==> config.mk <==
export PLATFORM = sky130hd
export DESIGN_NAME = lds_channel
export DESIGN_NICKNAME = d
export VERILOG_FILES = /design/src/rtl/lds_pkg.sv /design/src/rtl/lds_ctrl_regs.sv /design/src/rtl/lds_walker.sv /design/src/rtl/lds_channel.sv
export SDC_FILE = /design/constraint.sdc
export NUM_CORES = 1
export LEC_CHECK = 0
export ABC_AREA = 1
export BUFFER_PORTS_ARGS = -buffer_cell sky130_fd_sc_hd__buf_2
export CAP_MARGIN = 15
export CORE_MARGIN = 3
export CORE_UTILIZATION = 50
export DETAILED_ROUTE_END_ITERATION = 8
export PLACE_DENSITY_LB_ADDON = 0.2
export SLEW_MARGIN = 20
export SYNTH_ARGS = -nofsm -noshare
export SYNTH_HDL_FRONTEND = slang
export SYNTH_SLANG_ARGS = --single-unit
export TNS_END_PERCENT = 5
==> constraint.sdc <==
create_clock -name clk -period 5.3 [get_ports clk]
set_input_delay 0 -clock clk [delete_from_list [all_inputs] [get_ports clk]]
set_output_delay 0 -clock clk [all_outputs]
set_load 0.02 [all_outputs]
==> src/rtl/lds_pkg.sv <==
package lds_pkg;
  typedef enum logic [1:0] {ST_IDLE, ST_FETCH, ST_MOVE} lds_state_e;

  localparam logic [1:0] REG_MODE = 2'd0;
  localparam logic [1:0] REG_STAT = 2'd1;
  localparam logic [1:0] REG_CDAR = 2'd2;
  localparam logic [1:0] REG_BCNT = 2'd3;

  localparam int MB_START = 0;
  localparam int MB_ABORT = 1;
  localparam int MB_ERRIE = 2;
  localparam int MB_EOLIE = 3;

  localparam int SB_EOL  = 0;
  localparam int SB_SEG  = 1;
  localparam int SB_PERR = 2;
  localparam int SB_TERR = 3;

  localparam int DESC_ALIGN_BITS = 5;
endpackage

==> src/rtl/lds_ctrl_regs.sv <==
module lds_ctrl_regs
  import lds_pkg::*;
#(
  parameter int DW = 32
) (
  input  logic          clk,
  input  logic          rst_n,
  input  logic          reg_wr,
  input  logic [1:0]    reg_addr,
  input  logic [DW-1:0] reg_wdata,
  input  logic          busy,
  input  logic          ev_eol,
  input  logic          ev_seg,
  input  logic          ev_perr,
  input  logic          ev_terr,
  output logic [3:0]    mode_q,
  output logic [3:0]    flags_q,
  output logic          go,
  output logic          abort_req,
  output logic          irq
);
  logic       mode_wr, stat_wr;
  logic [3:0] mode_d, flags_d, flag_set, flag_clr;

  assign mode_wr   = reg_wr && (reg_addr == REG_MODE);
  assign stat_wr   = reg_wr && (reg_addr == REG_STAT);
  assign go        = mode_wr && reg_wdata[MB_START] && !mode_q[MB_START] && !busy;
  assign abort_req = mode_wr && reg_wdata[MB_ABORT] && busy;

  always_comb begin
    flag_set = '0;
    flag_set[SB_EOL]  = ev_eol;
    flag_set[SB_SEG]  = ev_seg;
    flag_set[SB_PERR] = ev_perr;
    flag_set[SB_TERR] = ev_terr;
    flag_clr = stat_wr ? reg_wdata[3:0] : 4'd0;
    flags_d  = (flags_q & ~flag_clr) | flag_set;
    mode_d   = mode_wr ? reg_wdata[3:0] : mode_q;
  end

  always_ff @(posedge clk or negedge rst_n) begin
    if (!rst_n) begin
      mode_q  <= '0;
      flags_q <= '0;
    end else begin
      if (mode_wr) mode_q <= mode_d;
      flags_q <= flags_d;
    end
  end

  assign irq = (mode_q[MB_ERRIE] && (flags_q[SB_PERR] || flags_q[SB_TERR])) ||
               (mode_q[MB_EOLIE] && flags_q[SB_EOL]);
endmodule

==> src/rtl/lds_walker.sv <==
module lds_walker
  import lds_pkg::*;
#(
  parameter int DW         = 32,
  parameter int CNT_W      = 26,
  parameter int BEAT_BYTES = 8,
  localparam int LEN_W     = $clog2(BEAT_BYTES) + 1
) (
  input  logic             clk,
  input  logic             rst_n,
  input  logic             go,
  input  logic             abort_req,
  input  logic             cdar_wr,
  input  logic [DW-1:0]    cdar_wdata,
  input  logic [DW-1:0]    mem_rdata,
  input  logic             mem_ack,
  input  logic             mem_err,
  output logic             mem_req,
  output logic             mem_move,
  output logic [DW-1:0]    mem_addr,
  output logic [DW-1:0]    mem_dst,
  output logic [LEN_W-1:0] mem_len,
  output logic             busy,
  output logic             halted,
  output logic [DW-1:0]    cdar,
  output logic [CNT_W-1:0] bcnt,
  output logic             ev_eol,
  output logic             ev_seg,
  output logic             ev_perr,
  output logic             ev_terr
);
  lds_state_e state_q, state_d;
  logic [1:0]       widx_q, widx_d;
  logic             busy_d, halted_d, xfer, dp_en;
  logic [DW-1:0]    src_q, src_d, dst_q, dst_d, nxt_q, nxt_d, cdar_d;
  logic [CNT_W-1:0] bcnt_d, fetched_cnt;
  logic [LEN_W-1:0] chunk;

  assign xfer        = mem_req && mem_ack;
  assign fetched_cnt = mem_rdata[CNT_W-1:0];
  assign chunk       = (bcnt > CNT_W'(BEAT_BYTES)) ? LEN_W'(BEAT_BYTES) : LEN_W'(bcnt);
  assign dp_en       = xfer || cdar_wr;

  always_comb begin
    state_d = state_q;  widx_d = widx_q;  busy_d = busy;  halted_d = halted;
    src_d = src_q;  dst_d = dst_q;  nxt_d = nxt_q;  bcnt_d = bcnt;  cdar_d = cdar;
    ev_eol = 1'b0;  ev_seg = 1'b0;  ev_perr = 1'b0;  ev_terr = 1'b0;
    unique case (state_q)
      ST_IDLE: begin
        if (go) begin
          state_d = ST_FETCH;  widx_d = 2'd0;  busy_d = 1'b1;  halted_d = 1'b0;
        end else if (cdar_wr) begin
          cdar_d = {cdar_wdata[DW-1:DESC_ALIGN_BITS], {DESC_ALIGN_BITS{1'b0}}};
        end
      end
      ST_FETCH: begin
        if (xfer && mem_err) begin
          ev_terr = 1'b1;  state_d = ST_IDLE;  busy_d = 1'b0;  halted_d = 1'b1;
        end else if (xfer) begin
          widx_d = widx_q + 2'd1;
          unique case (widx_q)
            2'd0: src_d = mem_rdata;
            2'd1: dst_d = mem_rdata;
            2'd2: nxt_d = mem_rdata;
            default: begin
              bcnt_d = fetched_cnt;
              if (fetched_cnt == '0) begin
                ev_perr = 1'b1;  state_d = ST_IDLE;  busy_d = 1'b0;
              end else begin
                state_d = ST_MOVE;
              end
            end
          endcase
        end
      end
      default: begin
        if (xfer && mem_err) begin
          ev_terr = 1'b1;  state_d = ST_IDLE;  busy_d = 1'b0;  halted_d = 1'b1;
        end else if (xfer) begin
          bcnt_d = bcnt - CNT_W'(chunk);
          src_d  = src_q + DW'(chunk);
          dst_d  = dst_q + DW'(chunk);
          if (bcnt == CNT_W'(chunk)) begin
            ev_seg = 1'b1;
            if (nxt_q[0]) begin
              ev_eol = 1'b1;  state_d = ST_IDLE;  busy_d = 1'b0;
            end else begin
              cdar_d  = {nxt_q[DW-1:DESC_ALIGN_BITS], {DESC_ALIGN_BITS{1'b0}}};
              state_d = ST_FETCH;  widx_d = 2'd0;
            end
          end
        end
      end
    endcase
    if (abort_req) begin
      state_d = ST_IDLE;  busy_d = 1'b0;  halted_d = 1'b1;
    end
  end

  always_ff @(posedge clk or negedge rst_n) begin
    if (!rst_n) begin
      state_q <= ST_IDLE;  widx_q <= '0;  busy <= 1'b0;  halted <= 1'b0;
      src_q <= '0;  dst_q <= '0;  nxt_q <= '0;  bcnt <= '0;  cdar <= '0;
    end else begin
      state_q <= state_d;  widx_q <= widx_d;  busy <= busy_d;  halted <= halted_d;
      if (dp_en) begin
        src_q <= src_d;  dst_q <= dst_d;  nxt_q <= nxt_d;  bcnt <= bcnt_d;  cdar <= cdar_d;
      end
    end
  end

  assign mem_req  = (state_q != ST_IDLE);
  assign mem_move = (state_q == ST_MOVE);
  assign mem_addr = (state_q == ST_FETCH) ? (cdar + DW'({widx_q, 2'b00})) : src_q;
  assign mem_dst  = dst_q;
  assign mem_len  = chunk;
endmodule

==> src/rtl/lds_channel.sv <==
module lds_channel
  import lds_pkg::*;
#(
  parameter int DW         = 32,
  parameter int CNT_W      = 26,
  parameter int BEAT_BYTES = 8,
  localparam int LEN_W     = $clog2(BEAT_BYTES) + 1
) (
  input  logic             clk,
  input  logic             rst_n,
  input  logic             reg_wr,
  input  logic [1:0]       reg_addr,
  input  logic [DW-1:0]    reg_wdata,
  output logic [DW-1:0]    reg_rdata,
  output logic             mem_req,
  output logic             mem_move,
  output logic [DW-1:0]    mem_addr,
  output logic [DW-1:0]    mem_dst,
  output logic [LEN_W-1:0] mem_len,
  input  logic [DW-1:0]    mem_rdata,
  input  logic             mem_ack,
  input  logic             mem_err,
  output logic             irq
);
  logic             rst_meta, rst_sync_n;
  logic             busy, halted, go, abort_req;
  logic             ev_eol, ev_seg, ev_perr, ev_terr;
  logic [3:0]       mode_q, flags_q;
  logic [DW-1:0]    cdar;
  logic [CNT_W-1:0] bcnt;

  always_ff @(posedge clk or negedge rst_n) begin
    if (!rst_n) begin
      rst_meta   <= 1'b0;
      rst_sync_n <= 1'b0;
    end else begin
      rst_meta   <= 1'b1;
      rst_sync_n <= rst_meta;
    end
  end

  lds_ctrl_regs #(.DW(DW)) u_regs (
    .clk(clk), .rst_n(rst_sync_n), .reg_wr(reg_wr), .reg_addr(reg_addr),
    .reg_wdata(reg_wdata), .busy(busy), .ev_eol(ev_eol), .ev_seg(ev_seg),
    .ev_perr(ev_perr), .ev_terr(ev_terr), .mode_q(mode_q), .flags_q(flags_q),
    .go(go), .abort_req(abort_req), .irq(irq)
  );

  lds_walker #(.DW(DW), .CNT_W(CNT_W), .BEAT_BYTES(BEAT_BYTES)) u_walker (
    .clk(clk), .rst_n(rst_sync_n), .go(go), .abort_req(abort_req),
    .cdar_wr(reg_wr && (reg_addr == REG_CDAR)), .cdar_wdata(reg_wdata),
    .mem_rdata(mem_rdata), .mem_ack(mem_ack), .mem_err(mem_err),
    .mem_req(mem_req), .mem_move(mem_move), .mem_addr(mem_addr),
    .mem_dst(mem_dst), .mem_len(mem_len), .busy(busy), .halted(halted),
    .cdar(cdar), .bcnt(bcnt), .ev_eol(ev_eol), .ev_seg(ev_seg),
    .ev_perr(ev_perr), .ev_terr(ev_terr)
  );

  always_comb begin
    unique case (reg_addr)
      REG_MODE: reg_rdata = {{(DW-4){1'b0}}, mode_q};
      REG_STAT: reg_rdata = {{(DW-6){1'b0}}, halted, busy, flags_q};
      REG_CDAR: reg_rdata = cdar;
      default:  reg_rdata = {{(DW-CNT_W){1'b0}}, bcnt};
    endcase
  end
endmodule

==> out/qor.log, run 1 <==
INFO  status         result_of_the_run=complete, no violations
INFO  layout         final_net_count=1846
INFO  logic_synthesis synth.cell_area=10440um^2
INFO  logic_synthesis synth-main-ff-cell=sky130_fd_sc_hd__dfrtp_1
INFO  route          avgViaCountPerCell=5.650
INFO  power_and_ir_drop gate_power_share=50.5%
INFO  timing         worst-slew-pin-transition=0.9285ns
INFO  setup_path     worst-r2r-setup-slack=1.14ns
INFO  power_and_ir_drop worst_ir_drop_vdd=0.0003438V
INFO  logic_synthesis post-synth-top-count-cell=sky130_fd_sc_hd__nand2_1
INFO  setup_path     timing.critical_path.to=u_walker.mem_dst[26]$_DFFE_PN0P_
INFO  logic_synthesis synthesis.yosys.warnings=0
INFO  floorplan      floorplan.io_pins=174
INFO  timing         maxSlewHeadroom=38.03%
INFO  timing         finalHoldViolCount=0
INFO  setup_path     critical_path.startpoint=u_walker.bcnt[7]$_DFFE_PN0P_
INFO  floorplan      rows=52
INFO  route          postRouteAntennaNets=0
INFO  clocking       total_of_cells_resized_after_clock_tree_synthesis=0
INFO  global_routing via_count_of_the_first_global_routing_pass=10640
INFO  global_routing grt.total_usage=33.48%
INFO  layout         final_layout_size_suffix_gt1_share=14.10%
INFO  floorplan      chipHeight=150.5um
INFO  timing         min_period=4.165ns
INFO  logic_synthesis post_synth_most_frequent_cells=sky130_fd_sc_hd__nand2_1 (452), sky130_fd_sc_hd__nor2_1 (201), sky130_fd_sc_hd__inv_1 (171)
INFO  timing         timing.final.max_slew_violations=0
INFO  placed_design  io_buffer_count=172
INFO  global_routing grt_pass1_wl=58.16mm
INFO  floorplan      design.core.area=20360um^2
INFO  global_routing globalRoute.totalOverflow=0
INFO  power_and_ir_drop p_leak=6.432nW
INFO  route          post_drt_wl_per_cell=18.45um
INFO  clocking       number_of_cts_inserted_buffers=17
INFO  worst_hold_path timing.hold.worst.class=in2reg
INFO  setup_path     critPathMaxFanout=6
INFO  clocking       clkLatencyLatePin=0.45ns
INFO  logic_synthesis syn-instance-count=1547
INFO  logic_synthesis yosys_register_bits=161
INFO  power_and_ir_drop p_per_area=559.9nW/um^2
INFO  timing         clock.fmax=240.1MHz
INFO  logic_synthesis synthDominantCellAreaShare=38.60%
INFO  setup_path     regToRegEndpoint=u_walker.mem_dst[26]$_DFFE_PN0P_
INFO  floorplan      die_width=150.5um
INFO  logic_synthesis top_area_cells_in_the_synthesized_netlist=sky130_fd_sc_hd__dfrtp_1 (39%), sky130_fd_sc_hd__nand2_1 (16%), sky130_fd_sc_hd__nor2_1 (7.2%)
INFO  route          routed-via-count=11550
INFO  setup_path     critical_path.reg2reg.startpoint=u_walker.bcnt[7]$_DFFE_PN0P_
INFO  placed_design  place_hpwl=27.31mm
INFO  global_routing antenna_found_initial=0
INFO  floorplan      dieArea=22640um^2
INFO  floorplan      initial_core_util=51.25%
INFO  power_and_ir_drop sequentialPowerShare=32.1%
INFO  logic_synthesis synth_top_area_cell=sky130_fd_sc_hd__dfrtp_1
INFO  clocking       clock_sink_count=161
INFO  timing         setup_total_negative_slack=0ns
INFO  placed_design  gpl.final_weighted_congestion=0.9772
INFO  logic_synthesis synth_enable_flop_cells=0
INFO  setup_path     ff2ff_path_depth=20
INFO  flow_run       cap_viol_max_count=0
INFO  timing         final.setup.worst_slack=1.135ns
INFO  logic_synthesis postSynthAreaPerCell=6.746um^2
INFO  power_and_ir_drop swShare=51.38%
INFO  setup_path     timing.critical_path.required=5.67ns
INFO  setup_path     critPathKind=reg2reg
INFO  clocking       clock-root-buffer=sky130_fd_sc_hd__clkbuf_16
INFO  logic_synthesis synth.lib_cells_used.distinct=44
INFO  power_and_ir_drop internal_power=3.488mW
INFO  route          detail_route.drc_violations=0
INFO  setup_path     crit_path_launch_type=register
INFO  route          first_pass_iteration_count_of_the_detailed_router=6
INFO  timing         clock_skew=0.01667ns
INFO  global_routing grt_start_max_net_pins=160
INFO  timing         rsz0062_at_grt=false
INFO  timing         layout_worst_path_cycle_share=78.58%
INFO  clocking       ctsLongestPathBuffers=2
INFO  logic_synthesis synth-seq-area-share=38.60%
INFO  placed_design  dp_slack=1.287ns
INFO  logic_synthesis postSynth.asyncResetShare=100.0%
INFO  clocking       cts_tree=yes
INFO  setup_path     timing.critical_path.arrival=4.53ns
INFO  clocking       h-tree-depth=4
INFO  setup_path     end_kind=register
INFO  logic_synthesis synth_nets=1633
INFO  layout         area_growth=22.75%
INFO  route          postRouteWirelength=37.71mm
INFO  clocking       worst_path_clk_slew=0.08ns
INFO  power_and_ir_drop p_sw=3.686mW
INFO  route          first_iter_violations=1350
INFO  timing         fin_worst_hold_slack=0.03304ns
INFO  power_and_ir_drop clock_power_share=17.4%
INFO  timing         setup-violations-final=0
power groups by stage:
stage               sequential (mW)  clock (mW)  combinational, mW
CTS                            2.28        1.26               3.58
floorplan                      2.26           0               2.35
detailed placement             2.30           0               3.52
global placement               2.29           0               3.46
finish                         2.31        1.24               3.62
global route                   2.37        1.31               4.00
per-stage QoR:
step,instances,utilization [%],area (um^2),power (mW)
floorplan,1547,-,10440,4.616
global placement,1940,56.49,11500,5.747
detailed placement,1940,56.49,11500,5.816
CTS,2043,62.88,12810,7.116
global route,2043,62.90,12810,7.673
finish,2044,62.91,12810,7.173
critical path: stages, from the launching register on:
cell and delay, ns:
sky130_fd_sc_hd__dfrtp_1 0.42, sky130_fd_sc_hd__nor2_1 0.16, sky130_fd_sc_hd__nand2_1 0.19, sky130_fd_sc_hd__nor2_1 0.18, sky130_fd_sc_hd__nand3_2 0.24, sky130_fd_sc_hd__nand2_4 0.21
sky130_fd_sc_hd__inv_2 0.12, sky130_fd_sc_hd__nor2_1 0.21, sky130_fd_sc_hd__ha_1 0.21, sky130_fd_sc_hd__inv_1 0.05, sky130_fd_sc_hd__fa_1 0.39, sky130_fd_sc_hd__inv_1 0.07
sky130_fd_sc_hd__nand3_1 0.07, sky130_fd_sc_hd__nand3_1 0.16, sky130_fd_sc_hd__nand2_1 0.11, sky130_fd_sc_hd__nor3_1 0.41, sky130_fd_sc_hd__nand2_1 0.21, sky130_fd_sc_hd__nor3_1 0.29
sky130_fd_sc_hd__xor2_1 0.19, sky130_fd_sc_hd__nand2_1 0.06, sky130_fd_sc_hd__a31oi_1 0.15
flip-flops by register name, indices dropped and copies added (netlist names), 2 cells and up:
name,flops
u_walker.mem_dst,32
u_walker.src_q,32
u_walker.nxt_q,28
u_walker.cdar,27
u_walker.bcnt,26
u_regs.flags_q,4
u_regs.mode_q,4
u_walker.state_q,2
u_walker.widx_q,2
cells in the final DEF (no fill, tap or decap), drive strengths merged, types with 13 or more instances in the layout:
cell type	count
a21oi	53
nand4	31
clkbuf	17
nor4	16
buf	183
nand3	87
a31oi	29
nand2	457
nor3	30
xor2	24
ha	13
o21ai	131
nor2	206
dlygate4sd3	71
dfrtp	161
inv	187
per-layer routing:
layer	part of all wire (%)	wire (um)	up-vias	global-route usage, %
met2	47	17800	603	54.43
met1	40	15100	5390	44.98
met3	8.5	3222	97	4.997
met4	4.2	1583	0	13.59
met5	0	0	-	0
li1	-	-	5459	-
logic make-up after synthesis:
| group | count (synthesis) | share of synthesized area, % |
|---|---|---|
| xor gates and xnor gates | 31 | 2.602 |
| and+or+nand+nor | 834 | 33.25 |
| DFF | 161 | 38.60 |
| muxes | 6 | 0.6474 |
| other | 2 | 0.07196 |
| AOI/OAI and AO/OA | 258 | 14.03 |
| adders and majority gates | 15 | 1.942 |
| buffers and inverters | 240 | 8.860 |
layout make-up:
cell class | instances | area, um^2
clock inverter | 15 | 166.4
inverter | 180 | 676.9
clock buffer | 17 | 425.4
multi-input combinational | 1146 | 5503
sequential | 161 | 4033
fill | 1885 | 7553
timing repair buffer | 254 | 1667
tap | 270 | 337.8
antenna | 1 | 2.502
how the worst min path moves through the flow:
stage	startpoint	endpoint	slack [ns]	cells past startpoint
after floorplan	rst_n	rst_meta$_DFF_PN0_	-0.30	0
after global placement	rst_n	rst_meta$_DFF_PN0_	-0.21	1
after detailed placement	rst_n	rst_meta$_DFF_PN0_	-0.21	1
after CTS	mem_rdata[4]	u_walker.mem_dst[4]$_DFFE_PN0P_	0.01	3
after global routing	mem_rdata[4]	u_walker.mem_dst[4]$_DFFE_PN0P_	0.02	3
final	mem_rdata[4]	u_regs.flags_q[2]$_DFF_PN0_	0.03	4
what timing repair did:
action	in CTS	in global routing
endpoints found under the hold margin	80	0
hold buffers	71	0
setup endpoints to repair	0	0
buffers inserted	0	0
Power figures use the tool's default switching activity.
==> run 2, diff against run 1 <==
ABC_AREA = 0   (was 1)
clock period = 3.4 ns   (was 5.3 ns; I/O delays follow)
==> run 2 against run 1 <==
Against the previous run:
- sequential power increased by 52%
- register-to-register slack got worse by 1.0 ns
- clock power increased by 46%
- worst hold slack got worse by 0.017 ns
- combinational power increased by 53%
- routed wire length decreased by 7.7%
- first-iteration DRC count decreased by 18%
- core utilization increased by 1.5 points
- clock skew decreased by 0.0093 ns
- area after synthesis decreased by 0.58%
- critical path type unchanged
==> out/qor.log, run 2 <==
INFO  status         result_of_the_run=complete, no violations
INFO  clocking       clock-root-buffer=sky130_fd_sc_hd__clkbuf_16
INFO  logic_synthesis post-synth-top-count-cell=sky130_fd_sc_hd__nand2_1
INFO  timing         layout_worst_path_cycle_share=96.53%
INFO  setup_path     critical_path.most_common_cell=sky130_fd_sc_hd__buf_4
INFO  setup_path     timing.critical_path.slowest_stage_cell=sky130_fd_sc_hd__or3_4
INFO  setup_path     cp.depth=11
INFO  clocking       clock_sink_count=161
INFO  timing         rsz0062_at_grt=true
INFO  setup_path     end_kind=register
INFO  clocking       h-tree-depth=4
INFO  floorplan      rows=52
INFO  layout         n_antenna_cell=0
INFO  placed_design  place_hpwl=24.18mm
INFO  setup_path     crit_path_launch_type=register
INFO  timing         finalHoldViolCount=0
INFO  setup_path     crit_path_cell_trace=nor4_4, buf_4, nand3_1, or3_4, ha_1, and3_1, a211oi_2, buf_4, nor3_1, and4_1, or3_1
INFO  logic_synthesis yosys_register_bits=161
INFO  clocking       worst_path_clk_slew=0.07ns
INFO  placed_design  gpl.final_weighted_congestion=0.9654
INFO  setup_path     critPathMaxFanout=5
INFO  placed_design  io_buffer_count=172
INFO  worst_hold_path timing.hold.worst.class=in2reg
INFO  global_routing via_count_of_the_first_global_routing_pass=9895
INFO  layout         area_growth=26.09%
INFO  route          first_iter_violations=1103
INFO  logic_synthesis synth_nets=1211
INFO  placed_design  place_area=11790um^2
INFO  logic_synthesis post_synth_most_frequent_cells=sky130_fd_sc_hd__nand2_1 (163), sky130_fd_sc_hd__dfrtp_1 (161), sky130_fd_sc_hd__a21oi_1 (79)
INFO  setup_path     ff2ff_path_depth=11
INFO  setup_path     crit_family=simple AND/OR/NAND/NOR gates
INFO  setup_path     timing.critical_path.arrival=3.60ns
INFO  logic_synthesis synth_enable_flop_cells=0
INFO  layout         highest_count_cells_in_the_layout_ignoring_fill_and_taps=sky130_fd_sc_hd__buf_2 (172), sky130_fd_sc_hd__nand2_1 (163), sky130_fd_sc_hd__dfrtp_1 (160)
INFO  route          postRouteWirelength=34.80mm
INFO  floorplan      floorplan.io_pins=174
INFO  logic_synthesis postSynth.asyncResetShare=100.0%
INFO  timing         timing.final.max_slew_violations=0
INFO  layout         finish.utilization=64.45%
INFO  timing         clock_skew=0.007400ns
INFO  timing         maxSlewHeadroom=37.91%
INFO  timing         worst-slew-pin-transition=0.9294ns
INFO  clocking       ctsLongestPathBuffers=2
INFO  logic_synthesis postSynthAreaPerCell=9.223um^2
INFO  route          first_pass_iteration_count_of_the_detailed_router=7
INFO  route          postRouteAntennaNets=0
INFO  floorplan      die_width=150.1um
INFO  setup_path     crit_path_max_incr_delay=0.41ns
INFO  logic_synthesis synth_top_area_cell=sky130_fd_sc_hd__dfrtp_1
INFO  global_routing grt_start_max_net_pins=102
INFO  global_routing grt.total_usage=30.88%
INFO  logic_synthesis synth.lib_cells_used.distinct=82
INFO  clocking       number_of_cts_inserted_buffers=17
INFO  timing         final.setup.worst_slack=0.1180ns
INFO  global_routing grt_pass1_wl=54.45mm
INFO  clocking       clkLatencyLatePin=0.43ns
INFO  power_and_ir_drop p_leak=5.872nW
INFO  floorplan      chipHeight=150.1um
INFO  clocking       cts_tree=yes
INFO  layout         final_common_cell=sky130_fd_sc_hd__buf_2
INFO  power_and_ir_drop worst_ir_drop_vdd=0.0004359V
INFO  layout         final_layout_size_suffix_gt1_share=28.78%
INFO  placed_design  dp_slack=-0.07890ns
INFO  global_routing globalRoute.totalOverflow=0
INFO  floorplan      dieArea=22520um^2
INFO  logic_synthesis syn-instance-count=1125
INFO  route          post_drt_wl_per_cell=20.97um
INFO  global_routing antenna_found_initial=0
INFO  setup_path     timing.critical_path.required=3.72ns
INFO  logic_synthesis synth-seq-area-share=38.83%
INFO  logic_synthesis synthesis.yosys.warnings=0
INFO  setup_path     timing.critical_path.buf_inv=2
INFO  timing         clock.fmax=304.7MHz
INFO  layout         layout.cell_area.non_filler=13080um^2
INFO  route          detail_route.drc_violations=0
INFO  floorplan      initial_core_util=51.12%
INFO  power_and_ir_drop p_per_area=830.1nW/um^2
INFO  setup_path     worst-r2r-setup-slack=0.12ns
INFO  timing         setup_total_negative_slack=0ns
INFO  route          avgViaCountPerCell=6.161
INFO  flow_run       cap_viol_max_count=0
INFO  layout         final_cell_count_no_fill=1660
INFO  logic_synthesis synth-main-ff-cell=sky130_fd_sc_hd__dfrtp_1
INFO  logic_synthesis synthDominantCellAreaShare=38.83%
INFO  timing         min_period=3.282ns
INFO  placed_design  place.detailed.instances=1559
INFO  logic_synthesis top_area_cells_in_the_synthesized_netlist=sky130_fd_sc_hd__dfrtp_1 (39%), sky130_fd_sc_hd__mux2_2 (7.8%), sky130_fd_sc_hd__nand2_1 (5.9%)
INFO  setup_path     critPathKind=reg2reg
INFO  route          routed-via-count=10230
INFO  worst_hold_path holdPathStages=5
INFO  logic_synthesis synth.cell_area=10380um^2
INFO  floorplan      design.core.area=20300um^2
INFO  timing         setup-violations-final=0
INFO  layout         final_net_count=1463
-- run 2: stage by stage --
| stage | hold WS, ns | power [mW] |
|---|---|---|
| 6_report | 0.01634 | 10.86 |
| 5_1_grt | 0.05800 | 11.53 |
| 4_1_cts | 0.01204 | 10.75 |
| 3_5_place_dp | -0.2132 | 8.826 |
| 3_3_place_gp | -0.2131 | 8.735 |
| 2_1_floorplan | -0.2956 | 6.974 |
-- run 2: path summary, 6_finish.rpt --
check / from / endpoint
max: u_walker.bcnt[21]$_DFFE_PN0P_ / u_walker.mem_dst[19]$_DFFE_PN0P_
min in group asynchronous: rst_sync_n$_DFF_PN0_ / u_walker.src_q[30]$_DFFE_PN0P_
min: mem_rdata[1] / u_walker.src_q[1]$_DFFE_PN0P_
max in group asynchronous: rst_sync_n$_DFF_PN0_ / u_walker.cdar[12]$_DFFE_PN0P_
min reg2reg: rst_sync_n$_DFF_PN0_ / u_walker.src_q[30]$_DFFE_PN0P_
max reg2reg: u_walker.bcnt[21]$_DFFE_PN0P_ / u_walker.mem_dst[19]$_DFFE_PN0P_
-- run 2: power by group --
group	switching, mW	internal, mW	total, mW
registers	0.839	2.68	3.52
clock network	0.803	1.01	1.81
logic	3.25	2.28	5.53
total	4.89	5.97	10.9
-- run 2: worst reg2reg max path, delay by kind of cell (launching register included) --
family,cells,cell delay (ns)
AO/OA/AOI/OAI,1,0.29
adder cells (fa/ha/maj),1,0.36
buffers and inverters,2,0.35
flip-flops,1,0.40
AND/OR/NAND/NOR,7,1.75
-- run 2: cells by family (layout without fill, tap and decap cells) --
family / count (synthesis) / after routing / share of synthesized area (%)
XOR/XNOR: 3 / 3 / 0.2533
adder cells (fa/ha/maj): 15 / 15 / 1.954
flip-flops: 161 / 161 / 38.83
multiplexers: 115 / 115 / 12.93
other: 2 / 2 / 0.07238
AND/OR/NAND/NOR: 417 / 417 / 20.90
buffers and inverters: 94 / 359 / 4.160
AO/OA/AOI/OAI: 318 / 318 / 20.91
-- run 2: layer usage --
metal	up-vias	GRT usage [%]	wire length, um
met4	0	9.195	825
met2	538	47.74	15910
met1	4922	44.64	15030
met3	68	5.239	3032
met5	-	0	0
li1	4700	-	-
-- run 2: cell type report --
type	count	area, um^2
multi-input combinational	870	6005
tap	270	337.8
clock buffer	23	488.0
timing repair buffer	309	2097
fill	1712	7216
sequential	161	4033
clock inverter	9	56.30
inverter	18	67.56
-- run 2: timing repair --
action                                 in CTS  in global routing
resized for setup                           5                  9
buffers inserted                            1                  0
endpoints found under the hold margin      90                  1
hold buffers                               67                  1
setup endpoints to repair                  11                 22
pin swaps                                   2                  3
==> run 3, diff against run 2 <==
--- a/config.mk
+++ b/config.mk
@@ -14,2 +14,3 @@
 export PLACE_DENSITY_LB_ADDON = 0.2
+export REMOVE_ABC_BUFFERS = 1
 export SLEW_MARGIN = 20
--- a/constraint.sdc
+++ b/constraint.sdc
@@ -3,2 +3,2 @@
 set_output_delay 0 -clock clk [all_outputs]
-set_load 0.02 [all_outputs]
+set_load 0.01 [all_outputs]
==> run 3 against run 2 <==
Against the previous run:
- non-clock buffer count grew 5
- routed wire length shrank 0.68%
- critical path type unchanged
- highest routed layer unchanged
- die area is the same
- critical endpoint unchanged
- clock skew grew 0.0027 ns
==> out/qor.log, run 3 (same netlist as run 2, synthesis figures left out) <==
INFO  placed_design  dp_slack=0.04730ns
INFO  setup_path     crit_path_max_incr_delay=0.41ns
INFO  power_and_ir_drop gate_power_share=48.5%
INFO  flow_run       cap_viol_max_count=0
INFO  layout         final_layout_size_suffix_gt1_share=29.32%
INFO  global_routing grt_pass1_wl=53.47mm
INFO  power_and_ir_drop worst_ir_drop_vdd=0.0004376V
INFO  setup_path     crit_family=simple AND/OR/NAND/NOR gates
INFO  clocking       clock_sink_count=161
INFO  placed_design  gpl.final_weighted_congestion=0.9332
INFO  timing         clock_skew=0.01013ns
INFO  route          avgViaCountPerCell=6.128
INFO  setup_path     critPathKind=reg2reg
INFO  route          routed-via-count=10200
INFO  timing         timing.final.max_slew_violations=0
INFO  layout         final_net_count=1468
INFO  power_and_ir_drop clock_power_share=17.9%
INFO  timing         clock.fmax=311.4MHz
INFO  layout         area_growth=26.67%
INFO  power_and_ir_drop internal_power=5.980mW
INFO  clocking       clkLatencyLatePin=0.43ns
INFO  timing         layout_worst_path_cycle_share=94.44%
INFO  clocking       worst_path_clk_slew=0.07ns
INFO  clocking       h-tree-depth=4
INFO  timing         min_period=3.211ns
INFO  layout         final_common_cell=sky130_fd_sc_hd__buf_2
INFO  floorplan      floorplan.io_pins=174
INFO  timing         finalHoldViolCount=0
INFO  setup_path     crit_path_launch_type=register
INFO  floorplan      chipHeight=150.1um
INFO  power_and_ir_drop sequentialPowerShare=33.6%
INFO  power_and_ir_drop swShare=43.02%
INFO  timing         setup-violations-final=0
INFO  layout         n_antenna_cell=0
INFO  timing         maxSlewHeadroom=37.23%
INFO  layout         finish.utilization=64.75%
INFO  floorplan      design.core.area=20300um^2
INFO  floorplan      dieArea=22520um^2
INFO  setup_path     timing.critical_path.arrival=3.52ns
INFO  floorplan      rows=52
INFO  worst_hold_path timing.hold.worst.class=in2reg
INFO  setup_path     end_kind=register
INFO  power_and_ir_drop p_leak=5.905nW
INFO  route          first_pass_iteration_count_of_the_detailed_router=6
INFO  global_routing globalRoute.totalOverflow=0
INFO  setup_path     critical_path.reg2reg.startpoint=u_walker.bcnt[14]$_DFFE_PN0P_
INFO  clocking       clock-root-buffer=sky130_fd_sc_hd__clkbuf_16
INFO  timing         rsz0062_at_grt=false
INFO  setup_path     timing.critical_path.required=3.71ns
INFO  clocking       ctsLongestPathBuffers=2
INFO  global_routing via_count_of_the_first_global_routing_pass=9748
INFO  route          postRouteAntennaNets=0
INFO  placed_design  place_hpwl=24.21mm
INFO  global_routing grt_start_max_net_pins=150
INFO  layout         highest_count_cells_in_the_layout_ignoring_fill_and_taps=sky130_fd_sc_hd__buf_2 (172), sky130_fd_sc_hd__nand2_1 (163), sky130_fd_sc_hd__dfrtp_1 (160)
INFO  floorplan      die_width=150.1um
INFO  timing         final.setup.worst_slack=0.1891ns
INFO  power_and_ir_drop total_power=10.49mW
INFO  setup_path     crit_path_cell_trace=nor4_4, and3_4, and3_2, nand2_1, inv_1, ha_1, a21o_1, a211oi_2, buf_4, nor3_1, and4_1, or3_1
INFO  timing         worst-slew-pin-transition=0.9415ns
INFO  clocking       cts_tree=yes
INFO  clocking       number_of_cts_inserted_buffers=17
INFO  timing         setup_total_negative_slack=0ns
INFO  route          first_iter_violations=953
INFO  route          post_drt_wl_per_cell=20.76um
INFO  global_routing antenna_found_initial=1
INFO  setup_path     critPathMaxFanout=5
INFO  power_and_ir_drop p_sw=4.514mW
INFO  setup_path     worst-r2r-setup-slack=0.19ns
INFO  status         result_of_the_run=complete, no violations
INFO  global_routing grt.total_usage=30.51%
INFO  power_and_ir_drop p_per_area=798.4nW/um^2
INFO  floorplan      initial_core_util=51.12%
INFO  setup_path     critical_path.startpoint=u_walker.bcnt[14]$_DFFE_PN0P_
INFO  route          postRouteWirelength=34.57mm
INFO  worst_hold_path timing.hold.worst.start=mem_ack
INFO  setup_path     timing.critical_path.buf_inv=2
INFO  placed_design  io_buffer_count=172
INFO  route          detail_route.drc_violations=0
INFO  setup_path     timing.critical_path.slowest_stage_cell=sky130_fd_sc_hd__dfrtp_1
run 3: changes by cell type in the layout (fill, tap and decap cells not counted), sizes merged:
cell / previous run / this run
clkinv: 5 / 6
bufinv: 0 / 1
inv: 19 / 23
clkbuf: 23 / 17
buf: 241 / 245
clkdlybuf4s15: 0 / 1
run 3: path summary, 6_finish.rpt:
path	depth (start not counted)	endpoint
setup / recovery	12	u_walker.mem_dst[19]$_DFFE_PN0P_
hold / removal	4	u_walker.halted$_DFFE_PN0P_
setup reg to reg	12	u_walker.mem_dst[19]$_DFFE_PN0P_
hold reg to reg	0	rst_sync_n$_DFF_PN0_
max in group asynchronous	1	u_walker.src_q[17]$_DFFE_PN0P_
min in group asynchronous	0	u_walker.mem_dst[26]$_DFFE_PN0P_
run 3: worst min-delay path, stage by stage:
cell	delay (ns)
sky130_fd_sc_hd__buf_2	0.12
sky130_fd_sc_hd__nand2_1	0.11
sky130_fd_sc_hd__o21a_1	0.14
sky130_fd_sc_hd__nand2_1	0.05
run 3: power groups by stage:
stage                     registers, mW  logic [mW]  clock network (mW)
after floorplan                    3.44        3.03                   0
after global placement             3.49        4.83                   0
after detailed placement           3.52        4.89                   0
after CTS                          3.49        4.98                1.90
after global routing               3.64        5.54                1.98
final                              3.53        5.09                1.88
run 3: layout make-up:
cell class / instances / area (um^2)
Fill cell: 1676 / 7156
Multi-Input combinational cell: 870 / 5996
Sequential cell: 161 / 4033
Timing Repair Buffer: 314 / 2151
Clock buffer: 17 / 425.4
Tap cell: 270 / 337.8
Clock inverter: 15 / 133.9
Inverter: 18 / 67.56
run 3: layer usage:
layer,global-route usage [%],up-vias,routed length (um)
li1,-,4724,-
met1,43.45,4924,15190
met2,48.10,492,15860
met3,4.936,63,2766
met4,9.012,0,754
met5,0,-,0
run 3: through the flow:
stage / cells / hold slack, ns / instance area (um^2)
2_1_floorplan: 1049 / -0.2956 / 10010
3_3_place_gp: 1563 / -0.2090 / 11830
3_5_place_dp: 1563 / -0.2100 / 11830
4_1_cts: 1663 / 0.01065 / 13070
5_1_grt: 1665 / 0.05242 / 13140
6_report: 1665 / 0.03131 / 13140
run 3: timing repair:
action / 4_1_cts / 5_1_grt
hold buffers: 68 / 0
endpoints found under the setup margin: 0 / 44
buffers inserted: 0 / 1
resized for setup: 0 / 14
endpoints found under the hold margin: 95 / 0
